==> src/rtl/cmp_wake_pkg.sv <==
package cmp_wake_pkg;

    typedef enum logic [1:0] {
        DG_IDLE    = 2'd0,
        DG_ARM     = 2'd1,
        DG_STEADY  = 2'd2,
        DG_QUALIFY = 2'd3
    } dg_state_e;

    localparam int unsigned ADDR_CTRL   = 0;
    localparam int unsigned ADDR_MASK   = 1;
    localparam int unsigned ADDR_EVT    = 2;
    localparam int unsigned ADDR_GLITCH = 3;

    localparam int unsigned BIT_FAST   = 0;
    localparam int unsigned BIT_ENABLE = 7;
    localparam int unsigned BIT_RISE   = 5;
    localparam int unsigned BIT_FALL   = 11;

endpackage

==> src/rtl/cmp_sync.sv <==
module cmp_sync #(
    parameter int unsigned STAGES = 2
) (
    input  logic clk,
    input  logic rst_n,
    input  logic d,
    output logic q
);
    logic [STAGES-1:0] chain;

    genvar g;
    generate
        for (g = 0; g < STAGES; g++) begin : g_stage
            if (g == 0) begin : g_first
                always_ff @(posedge clk or negedge rst_n) begin
                    if (!rst_n) chain[0] <= 1'b0;
                    else        chain[0] <= d;
                end
            end else begin : g_rest
                always_ff @(posedge clk or negedge rst_n) begin
                    if (!rst_n) chain[g] <= 1'b0;
                    else        chain[g] <= chain[g-1];
                end
            end
        end
    endgenerate

    assign q = chain[STAGES-1];
endmodule

==> src/rtl/cmp_sample_tick.sv <==
module cmp_sample_tick #(
    parameter int unsigned DIV_SLOW = 400,
    parameter int unsigned DIV_FAST = 50
) (
    input  logic clk,
    input  logic rst_n,
    input  logic run,
    input  logic fast,
    output logic tick
);
    localparam int unsigned DIV_MAX = (DIV_SLOW > DIV_FAST) ? DIV_SLOW : DIV_FAST;
    localparam int unsigned CW      = $clog2(DIV_MAX) + 1;

    logic [CW-1:0] cnt_q;
    logic [CW-1:0] last;

    assign last = fast ? CW'(DIV_FAST - 1) : CW'(DIV_SLOW - 1);
    assign tick = run && (cnt_q >= last);

    always_ff @(posedge clk or negedge rst_n) begin
        if (!rst_n)                   cnt_q <= '0;
        else if (!run || cnt_q >= last) cnt_q <= '0;
        else                          cnt_q <= cnt_q + 1'b1;
    end

    generate
        if (DIV_SLOW > 1 && DIV_FAST > 1) begin : g_gap_chk
            p_tick_gap_r3: assert property (@(posedge clk) disable iff (!rst_n)
                tick |=> !tick)
                else $error("sample strobes on adjacent clocks");
        end
    endgenerate
endmodule

==> src/rtl/cmp_deglitch.sv <==
module cmp_deglitch
    import cmp_wake_pkg::*;
#(
    parameter int unsigned GL_W      = 3,
    parameter int unsigned FAST_MULT = 8
) (
    input  logic            clk,
    input  logic            rst_n,
    input  logic            run,
    input  logic            tick,
    input  logic            fast,
    input  logic            sig,
    input  logic [GL_W-1:0] glitch_sel,
    output logic            rise_p,
    output logic            fall_p
);
    localparam int unsigned NEED_MAX = ((1 << GL_W) - 1) * FAST_MULT;
    localparam int unsigned NW       = $clog2(NEED_MAX + 1) + 1;

    dg_state_e     st_q, st_d;
    logic          lvl_q, lvl_d;
    logic [NW-1:0] cnt_q, cnt_d;
    logic [NW-1:0] need;
    logic          differ;
    logic          take;
    logic          seed_low;

    assign need   = fast ? NW'(glitch_sel) * NW'(FAST_MULT) : NW'(glitch_sel);
    assign differ = (sig != lvl_q);

    always_ff @(posedge clk or negedge rst_n) begin
        if (!rst_n) begin
            st_q  <= DG_IDLE;
            lvl_q <= 1'b0;
            cnt_q <= '0;
        end else begin
            st_q  <= st_d;
            lvl_q <= lvl_d;
            cnt_q <= cnt_d;
        end
    end

    always_comb begin
        st_d     = st_q;
        lvl_d    = lvl_q;
        cnt_d    = cnt_q;
        take     = 1'b0;
        seed_low = 1'b0;
        if (!run) begin
            st_d  = DG_IDLE;
            cnt_d = '0;
        end else begin
            unique case (st_q)
                DG_IDLE: st_d = DG_ARM;
                DG_ARM: begin
                    if (tick) begin
                        lvl_d    = sig;
                        seed_low = !sig;
                        st_d     = DG_STEADY;
                    end
                end
                DG_STEADY: begin
                    if (tick && differ) begin
                        if (need == '0) begin
                            take = 1'b1;
                        end else begin
                            cnt_d = NW'(1);
                            st_d  = DG_QUALIFY;
                        end
                    end
                end
                DG_QUALIFY: begin
                    if (tick) begin
                        if (!differ) begin
                            cnt_d = '0;
                            st_d  = DG_STEADY;
                        end else if (cnt_q == need) begin
                            take = 1'b1;
                        end else begin
                            cnt_d = cnt_q + 1'b1;
                        end
                    end
                end
                default: st_d = DG_IDLE;
            endcase
            if (take) begin
                lvl_d = !lvl_q;
                cnt_d = '0;
                st_d  = DG_STEADY;
            end
        end
    end

    always_comb begin
        rise_p = take && !lvl_q;
        fall_p = (take && lvl_q) || seed_low;
    end

    p_edge_on_sample_r4: assert property (@(posedge clk) disable iff (!rst_n)
        (rise_p || fall_p) |-> tick)
        else $error("event outside a sample strobe");

    p_quiet_off_r8: assert property (@(posedge clk) disable iff (!rst_n)
        !run |-> !(rise_p || fall_p))
        else $error("event while disabled");

    p_rise_level_r6: assert property (@(posedge clk) disable iff (!rst_n)
        rise_p |=> lvl_q)
        else $error("rise did not leave level high");

    p_fall_level_r6: assert property (@(posedge clk) disable iff (!rst_n)
        fall_p |=> !lvl_q)
        else $error("fall did not leave level low");
endmodule

==> src/rtl/cmp_wake_ctrl.sv <==
module cmp_wake_ctrl
    import cmp_wake_pkg::*;
#(
    parameter int unsigned DATA_W      = 32,
    parameter int unsigned ADDR_W      = 2,
    parameter int unsigned DIV_SLOW    = 400,
    parameter int unsigned DIV_FAST    = 50,
    parameter int unsigned GL_W        = 3,
    parameter int unsigned FAST_MULT   = 8,
    parameter int unsigned SYNC_STAGES = 2
) (
    input  logic              clk,
    input  logic              rst_n,
    input  logic              cmp_raw,
    input  logic              bus_we,
    input  logic [ADDR_W-1:0] bus_addr,
    input  logic [DATA_W-1:0] bus_wdata,
    output logic [DATA_W-1:0] bus_rdata,
    output logic              wake_req
);
    logic            en_q, fast_q;
    logic            ren_q, fen_q;
    logic            rflag_q, fflag_q;
    logic [GL_W-1:0] gl_q;
    logic            sig_s, tick, rise_p, fall_p;
    logic            wr_ctrl, wr_mask, wr_evt, wr_gl;

    assign wr_ctrl = bus_we && (bus_addr == ADDR_W'(ADDR_CTRL));
    assign wr_mask = bus_we && (bus_addr == ADDR_W'(ADDR_MASK));
    assign wr_evt  = bus_we && (bus_addr == ADDR_W'(ADDR_EVT));
    assign wr_gl   = bus_we && (bus_addr == ADDR_W'(ADDR_GLITCH));

    cmp_sync #(.STAGES(SYNC_STAGES)) u_sync (
        .clk(clk), .rst_n(rst_n), .d(cmp_raw), .q(sig_s)
    );

    cmp_sample_tick #(.DIV_SLOW(DIV_SLOW), .DIV_FAST(DIV_FAST)) u_tick (
        .clk(clk), .rst_n(rst_n), .run(en_q), .fast(fast_q), .tick(tick)
    );

    cmp_deglitch #(.GL_W(GL_W), .FAST_MULT(FAST_MULT)) u_dg (
        .clk(clk), .rst_n(rst_n), .run(en_q), .tick(tick), .fast(fast_q),
        .sig(sig_s), .glitch_sel(gl_q), .rise_p(rise_p), .fall_p(fall_p)
    );

    always_ff @(posedge clk or negedge rst_n) begin
        if (!rst_n) begin
            en_q   <= 1'b0;
            fast_q <= 1'b0;
            ren_q  <= 1'b1;
            fen_q  <= 1'b1;
            gl_q   <= '0;
        end else begin
            if (wr_ctrl) begin
                en_q   <= bus_wdata[BIT_ENABLE];
                fast_q <= bus_wdata[BIT_FAST];
            end
            if (wr_mask) begin
                ren_q <= bus_wdata[BIT_RISE];
                fen_q <= bus_wdata[BIT_FALL];
            end
            if (wr_gl) gl_q <= bus_wdata[GL_W-1:0];
        end
    end

    // hardware set is ORed after the clear so a coincident set survives
    always_ff @(posedge clk or negedge rst_n) begin
        if (!rst_n) begin
            rflag_q <= 1'b0;
            fflag_q <= 1'b0;
        end else begin
            rflag_q <= (wr_evt ? (rflag_q & bus_wdata[BIT_RISE]) : rflag_q) | rise_p;
            fflag_q <= (wr_evt ? (fflag_q & bus_wdata[BIT_FALL]) : fflag_q) | fall_p;
        end
    end

    always_comb begin
        bus_rdata = '0;
        if (bus_addr == ADDR_W'(ADDR_CTRL)) begin
            bus_rdata[BIT_ENABLE] = en_q;
            bus_rdata[BIT_FAST]   = fast_q;
        end else if (bus_addr == ADDR_W'(ADDR_MASK)) begin
            bus_rdata[BIT_RISE] = ren_q;
            bus_rdata[BIT_FALL] = fen_q;
        end else if (bus_addr == ADDR_W'(ADDR_EVT)) begin
            bus_rdata[BIT_RISE] = rflag_q;
            bus_rdata[BIT_FALL] = fflag_q;
        end else if (bus_addr == ADDR_W'(ADDR_GLITCH)) begin
            bus_rdata[GL_W-1:0] = gl_q;
        end
    end

    assign wake_req = (rflag_q && ren_q) || (fflag_q && fen_q);

    p_flag_hold_r9: assert property (@(posedge clk) disable iff (!rst_n)
        (rflag_q && !wr_evt) |=> rflag_q)
        else $error("rising flag lost without a write");

    p_set_wins_r10: assert property (@(posedge clk) disable iff (!rst_n)
        fall_p |=> fflag_q)
        else $error("falling set lost");

    p_set_wins_rise_r10: assert property (@(posedge clk) disable iff (!rst_n)
        rise_p |=> rflag_q)
        else $error("rising set lost");

    p_wake_hold_r11: assert property (@(posedge clk) disable iff (!rst_n)
        (wake_req && !bus_we) |=> wake_req)
        else $error("wake request dropped without a write");
endmodule

==> config.mk <==
export PLATFORM = sky130hd
export DESIGN_NAME = cmp_wake_ctrl
export DESIGN_NICKNAME = d
export VERILOG_FILES = /design/src/rtl/cmp_wake_pkg.sv /design/src/rtl/cmp_sync.sv /design/src/rtl/cmp_sample_tick.sv /design/src/rtl/cmp_deglitch.sv /design/src/rtl/cmp_wake_ctrl.sv
export SDC_FILE = /design/constraint.sdc
export NUM_CORES = 1
export LEC_CHECK = 0
export BUFFER_PORTS_ARGS = -buffer_cell sky130_fd_sc_hd__buf_2
export CORE_ASPECT_RATIO = 0.6
export CORE_MARGIN = 2
export CORE_UTILIZATION = 50
export CTS_CLUSTER_SIZE = 20
export DETAILED_ROUTE_END_ITERATION = 8
export HOLD_SLACK_MARGIN = 0.1
export PLACE_DENSITY_LB_ADDON = 0.3
export SYNTH_ARGS = -nofsm -noshare
export SYNTH_HDL_FRONTEND = slang
export SYNTH_SLANG_ARGS = --single-unit
export TNS_END_PERCENT = 10
==> constraint.sdc <==
create_clock -name clk -period 7.4 [get_ports clk]
set_input_delay 0 -clock clk [delete_from_list [all_inputs] [get_ports clk]]
set_output_delay 0 -clock clk [all_outputs]
set_load 0.03 [all_outputs]
==> impl_metrics.py <==
metrics = {
    "run_status": {
        "outcome": "finished clean",
    },
    "yosys": {
        "synth_top_cell_by_area": "dfrtp_1",
        "yosysSeqAreaShare_pct": 38.66,
        "syn_inst": 222,
        "synth_edf_count": 0,
        "ys_seq_elements": 31,
        "synth_top_area_share_pct": 36.05,
        "synthTopCellsByArea": "dfrtp_1, buf_4, ha_1",
        "synthArstFlopShare_pct": 100.0,
        "synth.distinct_cells": 44,
        "yosysWarnings": 0,
        "syn_area_sq_um": 2013,
        "synth_ff_type": "dfrtp_1",
        "synth_area_per_cell_sq_um": 9.068,
    },
    "setup_path": {
        "critical_path.startpoint": "fast_q",
        "ff2ff_setup_slack_ns": 4.65,
        "endpoint_kind": "register",
        "timing.rr.end": "u_dg.cnt_q[3]",
        "slowest_stage": "dfrtp_1",
        "crit_arrival_ns": 2.92,
        "cp-start-kind": "register",
        "required_ns": 7.58,
        "crit_type": "register to register",
        "worstPathMaxFanout": 12,
        "endpoint": "u_dg.cnt_q[3]",
        "max_stage_delay_ns": 0.61,
        "r2r-start": "fast_q",
        "reg2reg_depth": 8,
        "path_cells": "inv_1 > ha_1 > nand4_1 > o21a_1 > a31o_2 > o31ai_1 > o21ai_0 > a22o_1",
    },
    "clock_tree": {
        "clock_path_buffers": 2,
        "clock_sinks": 31,
        "worst_setup_hold_path_clk_slew_ns": 0.06,
        "clockRootBuffer": "clkbuf_8",
        "clk-insertion-delay-late_ns": 0.29,
        "ctsResizeCount": 0,
        "cts_tree": "done",
        "htree_levels": 2,
        "cts-buffers-inserted": 5,
    },
    "timing": {
        "hold_viol": 0,
        "fin_setup_tns_ns": 0,
        "finalMaxSlewViolations": 0,
        "finalSetupViolCount": 0,
        "max_freq_mhz": 363.9,
        "slew_headroom_pct": 54.86,
        "fin_skew_ns": 0.004552,
        "layout_min_cycle_time_ns": 2.748,
        "tightest_slew_ns": 0.6770,
        "rsz0062_at_grt": "false",
        "min_period_over_period_pct": 37.14,
        "fin_ws_ns": 4.652,
    },
    "cells_and_area": {
        "stdcell_count": 296,
        "multiInputGateArea_sq_um": 1091,
        "nNetsFinal": 295,
        "drive_gt1_share_pct": 16.06,
        "antenna-diode-count": 0,
        "nFillCells": 346,
        "seqCellArea_sq_um": 778.2,
        "design_area_sq_um": 2198,
        "syn_to_final_growth_pct": 9.198,
    },
    "min_path": {
        "min_path_type": "input port to register",
    },
    "global_routing": {
        "grtUsageMet2_pct": 25.97,
        "grt_busiest_layer": "met1",
        "use_met3_pct": 5.304,
        "grtUsageTotal_pct": 19.03,
        "grt_pass1_vias": 1362,
        "grt_pass1_wl_um": 6506,
        "overflow": 0,
        "antenna_found_initial": 0,
        "grt.met1_usage_pct": 28.78,
        "grt_max_degree": 32,
    },
    "die": {
        "num_rows": 17,
        "die_area_sq_um": 4567,
        "start_util_pct": 53.47,
        "core_region_area_sq_um": 3765,
        "die_y_um": 53.15,
        "io_pins": 71,
        "die_w_um": 85.92,
    },
    "route": {
        "wl_per_cell_um": 13.27,
        "drt.antenna.violating_nets": 0,
        "drc_errors": 0,
        "viasPerCell": 5.274,
        "drt_iter0_drc": 86,
        "wirelength_um": 3928,
        "dr_total_vias": 1561,
        "dr.pass1.iters": 4,
    },
    "placed_design": {
        "dpl.hpwl_um": 2940,
        "gp_congestion": 0.7943,
        "placed_cells": 280,
        "io_buffers": 18,
        "dp_slack_ns": 4.646,
        "postPlaceCellArea_sq_um": 2037,
    },
    "power": {
        "p_total_uw": 458.5,
        "powerDensity_nw_per_um2": 208.6,
        "max-vdd-ir-drop_v": 0.0001492,
        "leakage_uw": 0.001035,
    },
    "run": {
        "cap_violations": 0,
    },
}
-- worst min-delay path by stage --
stage | slack, ns | start | cells after the start | endpoint
floorplan | -0.30 | rst_n | 0 | en_q
global placement | 0.09 | rst_n | 1 | u_dg.cnt_q[5]
detailed placement | 0.09 | rst_n | 1 | u_dg.cnt_q[5]
CTS | 0.10 | bus_we | 4 | rflag_q
global route | 0.12 | bus_we | 3 | en_q
finish | 0.1 | bus_we | 4 | rflag_q
-- report_power, final --
part	switching (uW)	internal, uW	total, uW
logic	68.2	42.1	110
registers	31.5	189	220
clock network	62.0	65.8	128
total	162	297	459
-- final cells by class --
class,count,area share [%]
tap,47,2.675
timing repair buffer,26,7.740
sequential,31,35.40
clock buffer,7,3.472
clock inverter,1,0.2277
multi-input combinational,179,49.63
inverter,5,0.8537
-- synth_stat cells, types with 2 or more instances --
library cell and number:
dfstp_2 2, dfrtp_1 29, nor3_1 4, xor2_1 5
nand4_1 4, a22o_1 5, buf_4 26, and3_1 5
a211o_1 2, nor2_1 20, clkbuf_1 5, mux2_2 7
xnor2_1 5, inv_1 4, a31oi_1 3, o21ai_0 9
nand3_1 10, ha_1 9, nand2_1 21, o41ai_1 2
or3_1 2, a21oi_1 11, nor4_1 5, nor2b_1 5
o21a_1 3
-- cells by family (layout without fill, tap and decap cells) --
kind of cell / after synthesis / count (layout) / synth area share (%)
mux: 7 / 7 / 3.916
simple gates: 82 / 82 / 19.95
buf+inv: 37 / 39 / 11.81
compound gates: 45 / 45 / 15.54
other cells: 1 / 26 / 0.1863
fa+ha+maj: 9 / 9 / 5.594
flops: 31 / 31 / 38.66
xor+xnor: 10 / 10 / 4.350
-- placed cells by master (no fill, tap or decap), types with 7 or more instances in the layout --
cell           count
a21oi_1           11
dlygate4sd3_1      8
dfrtp_1           29
ha_1               9
conb_1            26
o21ai_0            9
buf_2             18
nand2_1           21
nand3_1           10
nor2_1            20
mux2_2             7
-- timing repair --
action                    4_1_cts  5_1_grt
hold buffers                    8        0
setup buffers                   0        0
hold endpoints to repair       39        0
-- metal layers --
layer / routed length, um / vias up
met5: 0 / -
met4: 21 / 0
met3: 284 / 3
met2: 1458 / 46
met1: 2164 / 721
li1: - / 791
-- stage by stage --
step	utilization, %	hold slack, ns
global route	58.39	0.1197
global placement	54.10	0.09229
finish	58.39	0.09661
detailed placement	54.10	0.09099
CTS	58.39	0.1003
floorplan	-	-0.2956
-- worst max-delay path: cells and delay by family, from the launching register on --
| kind | cells | cell delay, ns |
|---|---|---|
| AO/OA/AOI/OAI | 5 | 1.39 |
| adder cells (fa/ha/maj) | 1 | 0.36 |
| buffers and inverters | 1 | 0.17 |
| flip-flops | 1 | 0.61 |
| AND/OR/NAND/NOR | 1 | 0.10 |
-- state kept, by name (all words and copies together) (netlist names) --
signal	flops
u_dg.st_q	2
fflag_q	1
u_sync.q	1
gl_q	3
fen_q	1
ren_q	1
rflag_q	1
fast_q	1
en_q	1
u_dg.lvl_q	1
u_dg.cnt_q	7
u_tick.cnt_q	10
u_sync.chain	1
No activity file was read; power rests on OpenSTA's default activity.
